===== src/rtl/ae_pkg.sv =====
// Package: shared types and the section weight map for the exposure sequencer.
// Assumes an 8x6 section grid delivered row-major, column fastest.
package ae_pkg;

    localparam int GRID_COLS = 8;
    localparam int GRID_ROWS = 6;
    localparam int SECTIONS  = GRID_COLS * GRID_ROWS;
    localparam int WEIGHT_W  = 4;

    typedef enum logic [1:0] {
        SHUT_NORMAL = 2'd0,
        SHUT_SLOW   = 2'd1,
        SHUT_FAST   = 2'd2
    } shutter_e;

    // Weight grows with closeness to the picture centre on both axes.
    function automatic logic [WEIGHT_W-1:0] sect_weight(input int col, input int row);
        int dc;
        int dr;
        int cw;
        int rw;
        dc = (col < GRID_COLS / 2) ? col : GRID_COLS - 1 - col;
        dr = (row < GRID_ROWS / 2) ? row : GRID_ROWS - 1 - row;
        cw = (dc == 0) ? 0 : (dc == 1) ? 1 : (dc == 2) ? 3 : 4;
        rw = (dr == 0) ? 0 : (dr == 1) ? 1 : 3;
        return WEIGHT_W'(2 + cw + rw);
    endfunction

    // Sum of all weights, used to normalise the weighted total.
    function automatic int weight_total();
        int s;
        s = 0;
        for (int r = 0; r < GRID_ROWS; r++)
            for (int c = 0; c < GRID_COLS; c++)
                s += int'(sect_weight(c, r));
        return s;
    endfunction

endpackage


===== src/rtl/ae_meter.sv =====
// Module: weighted field meter. Accumulates weight*luma over one field of
// sections and emits the normalised level for one cycle after the last one.
// Assumes sections never skip; a reset realigns the section counter.
module ae_meter
    import ae_pkg::*;
#(
    parameter int LUMA_W = 8
) (
    input  logic              clk,
    input  logic              rst_n,
    input  logic              smp_vld,
    input  logic [LUMA_W-1:0] smp_luma,
    output logic              eval_vld,
    output logic [LUMA_W-1:0] eval_luma
);
    localparam int COL_W   = $clog2(GRID_COLS);
    localparam int ROW_W   = $clog2(GRID_ROWS);
    localparam int ACC_W   = LUMA_W + WEIGHT_W + $clog2(SECTIONS);
    localparam int WSUM    = weight_total();
    localparam bit IS_POW2 = (WSUM & (WSUM - 1)) == 0;
    localparam int SHIFT   = $clog2(WSUM);

    logic [COL_W-1:0]    col_q;
    logic [ROW_W-1:0]    row_q;
    logic [ACC_W-1:0]    acc_q;
    logic [WEIGHT_W-1:0] wt;
    logic [ACC_W-1:0]    sum_next;
    logic [LUMA_W-1:0]   norm_next;
    logic                last_sec;

    // Weight lookup and running-sum for the current section.
    always_comb begin
        wt       = sect_weight(int'(col_q), int'(row_q));
        sum_next = acc_q + ACC_W'(smp_luma) * ACC_W'(wt);
        last_sec = (col_q == COL_W'(GRID_COLS - 1)) && (row_q == ROW_W'(GRID_ROWS - 1));
    end

    // Normalisation: shift when the weight total is a power of two, else divide.
    generate
        if (IS_POW2) begin : g_shift
            assign norm_next = LUMA_W'(sum_next >> SHIFT);
        end else begin : g_div
            assign norm_next = LUMA_W'(sum_next / ACC_W'(WSUM));
        end
    endgenerate

    // Section position, accumulator and level register.
    always_ff @(posedge clk) begin
        if (!rst_n) begin
            col_q     <= '0;
            row_q     <= '0;
            acc_q     <= '0;
            eval_vld  <= 1'b0;
            eval_luma <= '0;
        end else begin
            eval_vld <= 1'b0;
            if (smp_vld) begin
                if (last_sec) begin
                    col_q     <= '0;
                    row_q     <= '0;
                    acc_q     <= '0;
                    eval_vld  <= 1'b1;
                    eval_luma <= norm_next;
                end else begin
                    acc_q <= sum_next;
                    if (col_q == COL_W'(GRID_COLS - 1)) begin
                        col_q <= '0;
                        row_q <= row_q + 1'b1;
                    end else begin
                        col_q <= col_q + 1'b1;
                    end
                end
            end
        end
    end

    AST_EVAL_AFTER_SAMPLE: assert property (@(posedge clk) disable iff (!rst_n)
        eval_vld |-> $past(smp_vld));

endmodule


===== src/rtl/ae_ladder.sv =====
// Module: exposure ladder. On each evaluated field, compares the level with
// the effective target and moves the first movable rung by one step.
// Assumes limit inputs satisfy lo <= hi and change only between fields.
module ae_ladder
    import ae_pkg::*;
#(
    parameter int LUMA_W           = 8,
    parameter int IRIS_W           = 6,
    parameter int GAIN_W           = 6,
    parameter int SLOW_GAIN_STEP   = 6,
    parameter int FAST_IRIS_REOPEN = 8
) (
    input  logic              clk,
    input  logic              rst_n,
    input  logic              eval_vld,
    input  logic [LUMA_W-1:0] eval_luma,
    input  logic [LUMA_W-1:0] tgt_level,
    input  logic [LUMA_W-1:0] tgt_relief,
    input  logic [LUMA_W-1:0] dead_band,
    input  logic [LUMA_W-1:0] lamp_on_lvl,
    input  logic [LUMA_W-1:0] lamp_off_lvl,
    input  logic [IRIS_W-1:0] iris_lo,
    input  logic [IRIS_W-1:0] iris_hi,
    input  logic [GAIN_W-1:0] gain_lo,
    input  logic [GAIN_W-1:0] gain_hi,
    output logic [IRIS_W-1:0] iris_code,
    output logic [GAIN_W-1:0] gain_code,
    output logic [1:0]        shutter_mode,
    output logic              lamp_en,
    output logic              upd_done
);
    localparam int CW = LUMA_W + 2;
    localparam logic [IRIS_W:0] REOPEN_X = (IRIS_W + 1)'(FAST_IRIS_REOPEN);
    localparam logic [GAIN_W:0] SLOW_X   = (GAIN_W + 1)'(SLOW_GAIN_STEP);

    logic [IRIS_W-1:0] iris_q, iris_n, iris_open_r, iris_close_r;
    logic [GAIN_W-1:0] gain_q, gain_n, gain_raise_k, gain_drop_k;
    shutter_e          shut_q, shut_n;
    logic              lamp_q, lamp_n;
    logic              past_ok;
    logic [CW-1:0]     ev_x, db_x, t_eff;
    logic [IRIS_W:0]   iris_plus, iris_mid;
    logic [GAIN_W:0]   gain_plus;
    logic              bright, dark;

    // Effective target with AGC relief, and the bright/dark classification.
    always_comb begin
        ev_x = CW'(eval_luma);
        db_x = CW'(dead_band);
        if ((gain_q != gain_lo) || (shut_q == SHUT_SLOW))
            t_eff = (tgt_level > tgt_relief) ? CW'(tgt_level - tgt_relief) : '0;
        else
            t_eff = CW'(tgt_level);
        bright = ev_x > (t_eff + db_x);
        dark   = (ev_x + db_x) < t_eff;
    end

    // Saturating multi-code steps paired with shutter changes.
    always_comb begin
        iris_plus    = {1'b0, iris_q} + REOPEN_X;
        iris_open_r  = (iris_plus > {1'b0, iris_hi}) ? iris_hi : iris_plus[IRIS_W-1:0];
        iris_close_r = ({1'b0, iris_q} >= ({1'b0, iris_lo} + REOPEN_X))
                       ? iris_q - REOPEN_X[IRIS_W-1:0] : iris_lo;
        gain_plus    = {1'b0, gain_q} + SLOW_X;
        gain_raise_k = (gain_plus > {1'b0, gain_hi}) ? gain_hi : gain_plus[GAIN_W-1:0];
        gain_drop_k  = ({1'b0, gain_q} >= ({1'b0, gain_lo} + SLOW_X))
                       ? gain_q - SLOW_X[GAIN_W-1:0] : gain_lo;
        iris_mid     = ({1'b0, iris_lo} + {1'b0, iris_hi}) >> 1;
    end

    // Rung selection: first movable rung in ladder order for the error sign.
    always_comb begin
        iris_n = iris_q;
        gain_n = gain_q;
        shut_n = shut_q;
        lamp_n = lamp_q;
        if (bright) begin
            if (lamp_q) begin
                if (ev_x > CW'(lamp_off_lvl)) lamp_n = 1'b0;
            end else if (gain_q > gain_lo) begin
                gain_n = gain_q - 1'b1;
            end else if (shut_q == SHUT_SLOW) begin
                shut_n = SHUT_NORMAL;
                gain_n = gain_raise_k;
            end else if (iris_q > iris_lo) begin
                iris_n = iris_q - 1'b1;
            end else if (shut_q == SHUT_NORMAL) begin
                shut_n = SHUT_FAST;
                iris_n = iris_open_r;
            end
        end else if (dark) begin
            if (iris_q < iris_hi) begin
                iris_n = iris_q + 1'b1;
            end else if (shut_q == SHUT_FAST) begin
                shut_n = SHUT_NORMAL;
                iris_n = iris_close_r;
            end else if (gain_q < gain_hi) begin
                gain_n = gain_q + 1'b1;
            end else if (shut_q == SHUT_NORMAL) begin
                shut_n = SHUT_SLOW;
                gain_n = gain_drop_k;
            end else if (!lamp_q && (ev_x < CW'(lamp_on_lvl))) begin
                lamp_n = 1'b1;
            end
        end
    end

    // Actuator state, update strobe and the assertion history flag.
    always_ff @(posedge clk) begin
        if (!rst_n) begin
            iris_q   <= iris_mid[IRIS_W-1:0];
            gain_q   <= gain_lo;
            shut_q   <= SHUT_NORMAL;
            lamp_q   <= 1'b0;
            upd_done <= 1'b0;
            past_ok  <= 1'b0;
        end else begin
            past_ok  <= 1'b1;
            upd_done <= eval_vld;
            if (eval_vld) begin
                iris_q <= iris_n;
                gain_q <= gain_n;
                shut_q <= shut_n;
                lamp_q <= lamp_n;
            end
        end
    end

    assign iris_code    = iris_q;
    assign gain_code    = gain_q;
    assign shutter_mode = shut_q;
    assign lamp_en      = lamp_q;

    AST_HOLD_BETWEEN_UPDATES: assert property (@(posedge clk) disable iff (!rst_n || !past_ok)
        !upd_done |-> ($stable(iris_q) && $stable(gain_q) && $stable(shut_q) && $stable(lamp_q)));
    AST_SLOW_AT_MAX_GAIN: assert property (@(posedge clk) disable iff (!rst_n || !past_ok)
        (shut_q == SHUT_SLOW && $past(shut_q) == SHUT_NORMAL) |-> ($past(gain_q) == $past(gain_hi)));
    AST_FAST_AT_MIN_IRIS: assert property (@(posedge clk) disable iff (!rst_n || !past_ok)
        (shut_q == SHUT_FAST && $past(shut_q) == SHUT_NORMAL) |-> ($past(iris_q) == $past(iris_lo)));
    AST_LAMP_ON_GUARD: assert property (@(posedge clk) disable iff (!rst_n || !past_ok)
        $rose(lamp_q) |-> (shut_q == SHUT_SLOW && gain_q == gain_hi));
    AST_LAMP_MOVES_ALONE: assert property (@(posedge clk) disable iff (!rst_n || !past_ok)
        !$stable(lamp_q) |-> ($stable(iris_q) && $stable(gain_q) && $stable(shut_q)));
    AST_ONE_CODE_RUNG: assert property (@(posedge clk) disable iff (!rst_n || !past_ok)
        $stable(shut_q) |-> ($stable(iris_q) || $stable(gain_q)));

endmodule


===== src/rtl/ae_sequencer.sv =====
// Module: top of the field-rate auto exposure sequencer. Joins the weighted
// meter to the actuator ladder. Assumes one field of 48 sections per update.
module ae_sequencer #(
    parameter int LUMA_W           = 8,
    parameter int IRIS_W           = 6,
    parameter int GAIN_W           = 6,
    parameter int SLOW_GAIN_STEP   = 6,
    parameter int FAST_IRIS_REOPEN = 8
) (
    input  logic              clk,
    input  logic              rst_n,
    input  logic              sec_vld,
    input  logic [LUMA_W-1:0] sec_luma,
    input  logic [LUMA_W-1:0] tgt_level,
    input  logic [LUMA_W-1:0] tgt_relief,
    input  logic [LUMA_W-1:0] dead_band,
    input  logic [LUMA_W-1:0] lamp_on_lvl,
    input  logic [LUMA_W-1:0] lamp_off_lvl,
    input  logic [IRIS_W-1:0] iris_lo,
    input  logic [IRIS_W-1:0] iris_hi,
    input  logic [GAIN_W-1:0] gain_lo,
    input  logic [GAIN_W-1:0] gain_hi,
    output logic [IRIS_W-1:0] iris_code,
    output logic [GAIN_W-1:0] gain_code,
    output logic [1:0]        shutter_mode,
    output logic              lamp_en,
    output logic              upd_done
);
    logic              eval_vld;
    logic [LUMA_W-1:0] eval_luma;

    ae_meter #(.LUMA_W(LUMA_W)) u_meter (
        .clk       (clk),
        .rst_n     (rst_n),
        .smp_vld   (sec_vld),
        .smp_luma  (sec_luma),
        .eval_vld  (eval_vld),
        .eval_luma (eval_luma)
    );

    ae_ladder #(
        .LUMA_W           (LUMA_W),
        .IRIS_W           (IRIS_W),
        .GAIN_W           (GAIN_W),
        .SLOW_GAIN_STEP   (SLOW_GAIN_STEP),
        .FAST_IRIS_REOPEN (FAST_IRIS_REOPEN)
    ) u_ladder (
        .clk          (clk),
        .rst_n        (rst_n),
        .eval_vld     (eval_vld),
        .eval_luma    (eval_luma),
        .tgt_level    (tgt_level),
        .tgt_relief   (tgt_relief),
        .dead_band    (dead_band),
        .lamp_on_lvl  (lamp_on_lvl),
        .lamp_off_lvl (lamp_off_lvl),
        .iris_lo      (iris_lo),
        .iris_hi      (iris_hi),
        .gain_lo      (gain_lo),
        .gain_hi      (gain_hi),
        .iris_code    (iris_code),
        .gain_code    (gain_code),
        .shutter_mode (shutter_mode),
        .lamp_en      (lamp_en),
        .upd_done     (upd_done)
    );

endmodule


===== config.mk =====
export PLATFORM = sky130hd
export DESIGN_NAME = ae_sequencer
export DESIGN_NICKNAME = d
export VERILOG_FILES = /design/src/rtl/ae_pkg.sv /design/src/rtl/ae_meter.sv /design/src/rtl/ae_ladder.sv /design/src/rtl/ae_sequencer.sv
export SDC_FILE = /design/constraint.sdc
export NUM_CORES = 1
export LEC_CHECK = 0
export BUFFER_PORTS_ARGS = -buffer_cell sky130_fd_sc_hd__buf_2
export CORE_AREA = 10 10 147 149
export CTS_CLUSTER_DIAMETER = 40
export DETAILED_ROUTE_END_ITERATION = 8
export DIE_AREA = 0 0 157 159
export HOLD_SLACK_MARGIN = 0.05
export MAX_ROUTING_LAYER = met4
export PLACE_DENSITY = 0.6
export SETUP_SLACK_MARGIN = 0.2
export SLEW_MARGIN = 20
export SYNTH_ARGS = -nofsm -noshare
export SYNTH_HDL_FRONTEND = slang
export SYNTH_SLANG_ARGS = --single-unit

===== constraint.sdc =====
create_clock -name clk -period 7.97 [get_ports clk]
set_input_delay 1.594 -clock clk [delete_from_list [all_inputs] [get_ports clk]]
set_output_delay 1.594 -clock clk [all_outputs]
set_load 0.02 [all_outputs]

==> results.yml <==
global_route:
  grt.total_usage_pct: 16.8
  grt_start_max_net_pins: 45
  first_global_vias: 6926
  antenna_found_initial: 0
  grt_overflow: 0
  grt_first_pass_wirelength_mm: 34.5
place:
  place_congestion: 0.953
  place.port_buffers: 90
  dpl_cell_area_mm2: 0.00841
  dpl.hpwl_mm: 16.8
die:
  placement_rows: 50
  die_width_um: 157
  floorplan.initialDensity_pct: 41.7
  die_area_mm2: 0.0250
  placeableCoreArea_mm2: 0.0186
  die_h_um: 159
  floorplan.io_pins: 91
yosys:
  syn-cell-area_mm2: 0.00775
  synth_top_cells_by_area: "sky130_fd_sc_hd__ha_1 (23%), sky130_fd_sc_hd__dfxtp_1 (9.0%), sky130_fd_sc_hd__fa_1 (6.7%)"
  synth_nets: 1236
  synth_enable_flop_cells: 12
  yosysWarnings: 0
  synthesis.instances: 991
  ys_ff_latch: 47
  yosysMostFrequentCell: "sky130_fd_sc_hd__ha_1"
  synth_top_family_by_area: "adder cells"
  postSynth.topFlopCell: "sky130_fd_sc_hd__dfxtp_1"
  post_synth_most_frequent_cells: "sky130_fd_sc_hd__ha_1 (144), sky130_fd_sc_hd__inv_1 (135), sky130_fd_sc_hd__nand2_1 (69)"
  post_synth_fa_ha_maj_area_fraction_pct: 29.9
  synth_simple_gate_area_share_pct: 18.9
  async_reset_ff_share_pct: 0
  synth_xor_xnor_area_share_pct: 5.87
  synth_area_per_cell_um2: 7.83
  synth_area_leader_cell: "sky130_fd_sc_hd__ha_1"
  share_of_the_synthesized_area_in_compound_gates_ao_oa_aoi_oai_pct: 21.9
  yosys-mux-area-fraction_pct: 1.69
  ys_seq_area_share_pct: 13.7
  synth.top_cell.area_share_pct: 23.2
  yosysUniqueCellTypes: 63
finish:
  postLayoutCellArea_mm2: 0.00857
  area_growth_syn_to_layout_pct: 10.5
  layout-drive-gt1-share_pct: 10.2
  diodes_inserted: 0
  fin_nets: 1308
pwr:
  power_report.internal_total_w: 0.000784
  share_clk_of_total_power_pct: 16.9
  report.power.total_w: 0.00139
  power.share.switching_pct: 43.8
  power.sequential.fraction_pct: 22.9
  comb_power_share_pct: 60.2
  power.ir.vdd_worst_uv: 97.8
  switching_power_w: 0.000610
  power.static_leakage_nw: 4.17
  power.density_mw_per_mm2: 163
timing:
  achievable-frequency_ghz: 0.143
  setup-violations-final: 0
  final.period_utilization_pct: 87.8
  minimum_clock_period_ps: 6990
  sum_of_negative_setup_slack_ps: 0
  finalClockSkew_ps: 7.93
  rsz0062_at_grt: "false"
  report.final.slew_viol_count: 0
  relative_slew_margins_pct: 29.9
  max_slew.worst_pin.slew_ps: 1050
  finalHoldViolCount: 0
clock_network:
  setup_bufs_post_cts: 0
  cts_repair_resize_count: 0
  cts_num_sinks: 47
  post_cts_hold_buffer_count: 0
  cts_root_buf: "sky130_fd_sc_hd__clkbuf_16"
  cts_max_level: 2
  clock_latency_ps: 290
  tritoncts_clock_tree: "done"
  cts_buffers: 5
  cts.path.max_buffers: 2
  clock_edge_transition_at_the_registers_on_the_reported_setup_and_hold_paths_ps: 70
hold_path:
  worst_hold_path_type: "register to register"
  whs_endpoint: "u_meter.acc_q[7]"
  min_delay_path_depth: 2
  min_from: "u_meter.acc_q[7]"
setup_path:
  worst-path-max-fanout: 16
  setup.worst_path.start_class: "primary input"
  crit_required_ps: 7900
  critical_path_s_most_frequent_cell: "sky130_fd_sc_hd__o21ai_0"
  reg2reg_depth: 24
  worst_setup_ep_type: "register"
  reg2reg_to: "u_meter.acc_q[13]"
  worstPathArrival_ps: 6920
  cp_slowest_stage_delay_ps: 710
  critical_path.reg2reg.startpoint: "u_meter.row_q[2]"
  worst_setup_path_type: "primary input to register"
  critical-path-slowest-cell: "sky130_fd_sc_hd__or3_1"
  r2r_setup_slack_ps: 1460
routing:
  drt-initial-drc-count: 298
  avgViaCountPerCell: 5.46
  detail_route.wirelength_mm: 20.7
  detail_route.first_pass.iterations: 5
  total_number_of_vias: 7086
  drcViolationCount: 0
  wl_per_cell_um: 15.9
  detail-route-antenna-nets: 0
run:
  max_cap_violations: 0
status:
  status: "complete, no violations"
[metrics by stage]
step,utilization (%),setup WS [ps],hold WS (ps),std cells
finish,46.1,976,467,1298
global route,46.1,540,485,1298
CTS,46.1,1050,469,1298
detailed placement,45.3,768,459,1290
global placement,45.3,918,455,1290
floorplan,-,1590,441,991
[worst max-delay path: cells and delay by family]
kind	cells	cell delay (ps)
XOR/XNOR	1	90
adder cells (fa/ha/maj)	3	1010
AND/OR/NAND/NOR	6	1210
multiplexers	1	210
buffers and inverters	3	390
AO/OA/AOI/OAI	11	2390
[power groups by stage]
stage          logic (W)  clock network (W)  registers [W]
3_3_place_gp    0.000834                  0       0.000324
4_1_cts         0.000841           0.000243       0.000319
6_report        0.000839           0.000236       0.000319
3_5_place_dp    0.000834                  0       0.000324
5_1_grt         0.000960           0.000252       0.000324
2_1_floorplan   0.000639                  0       0.000318
[worst max path at each step]
stage / start / endpoint / slack [ps] / cells after the start
2_1_floorplan: tgt_relief[3] / u_ladder.gain_code[1] / 1590 / 25
3_3_place_gp: gain_lo[1] / u_ladder.gain_code[2] / 920 / 25
3_5_place_dp: gain_lo[1] / u_ladder.gain_code[1] / 770 / 25
4_1_cts: gain_lo[1] / u_ladder.gain_code[3] / 1050 / 25
5_1_grt: gain_lo[3] / u_ladder.gain_code[3] / 540 / 25
6_report: gain_lo[1] / u_ladder.gain_code[3] / 980 / 25
[final cells by class]
type	instances	area, um2
clock buffer	5	125
tap	234	293
multi-input combinational	781	6070
clock inverter	3	38.8
inverter	135	507
timing repair buffer	93	473
fill	1900	10000
sequential	47	1060
[cells in the final DEF (no fill, tap or decap), types with 4 or more instances in the layout]
master                        n
sky130_fd_sc_hd__or3_1        5
sky130_fd_sc_hd__a21o_1      15
sky130_fd_sc_hd__a21oi_1     65
sky130_fd_sc_hd__a31oi_1     12
sky130_fd_sc_hd__nand3b_1     6
sky130_fd_sc_hd__o31ai_1      6
sky130_fd_sc_hd__o211ai_1    12
sky130_fd_sc_hd__nor2b_1     24
sky130_fd_sc_hd__fa_1        26
sky130_fd_sc_hd__edfxtp_1    12
sky130_fd_sc_hd__clkbuf_16    5
sky130_fd_sc_hd__o22ai_1      7
sky130_fd_sc_hd__mux2i_1     12
sky130_fd_sc_hd__buf_2       90
sky130_fd_sc_hd__xnor2_1     29
sky130_fd_sc_hd__nand3_1     27
sky130_fd_sc_hd__nor2_1      66
sky130_fd_sc_hd__a221o_1      4
sky130_fd_sc_hd__inv_1      135
sky130_fd_sc_hd__nand2_1     69
sky130_fd_sc_hd__o221ai_1     5
sky130_fd_sc_hd__ha_1       144
sky130_fd_sc_hd__o21a_1      14
sky130_fd_sc_hd__o21bai_1     7
sky130_fd_sc_hd__and3_1       9
sky130_fd_sc_hd__a211oi_1    15
sky130_fd_sc_hd__nand4_1     14
sky130_fd_sc_hd__a311oi_1     4
sky130_fd_sc_hd__xor2_1      23
sky130_fd_sc_hd__o21ai_0     42
sky130_fd_sc_hd__a22oi_1     10
sky130_fd_sc_hd__nand2b_1    14
sky130_fd_sc_hd__and2_1      23
sky130_fd_sc_hd__a31o_2       4
sky130_fd_sc_hd__a22o_1       7
sky130_fd_sc_hd__dfxtp_1     35
sky130_fd_sc_hd__nor3_1      19
[flip-flops by register name (all words and copies together), names as in the netlist]
signal                 flops
u_meter.col_q              3
u_ladder.upd_done          1
u_meter.eval_luma          8
u_ladder.lamp_en           1
u_ladder.iris_code         6
u_ladder.gain_code         6
u_meter.acc_q             16
u_meter.row_q              3
u_meter.eval_vld           1
u_ladder.shutter_mode      2
[kinds of logic (layout without fill, tap and decap cells)]
kind of cell             after synthesis  count (layout)
buffers and inverters                163             236
flip-flops                            47              47
adder cells (fa/ha/maj)              170             170
multiplexers                          13              13
AO/OA/AOI/OAI                        256             256
AND/OR/NAND/NOR                      290             290
XOR/XNOR                              52              52
[metal layers]
metal	track usage, %	vias up	share of wire, %
met5	-	-	0
met2	28.0	130	47
met4	1.89	0	0.70
li1	-	3665	-
met1	22.1	3280	48
met3	1.57	11	3.6
Note: power is estimated with default switching activity, not from simulation.
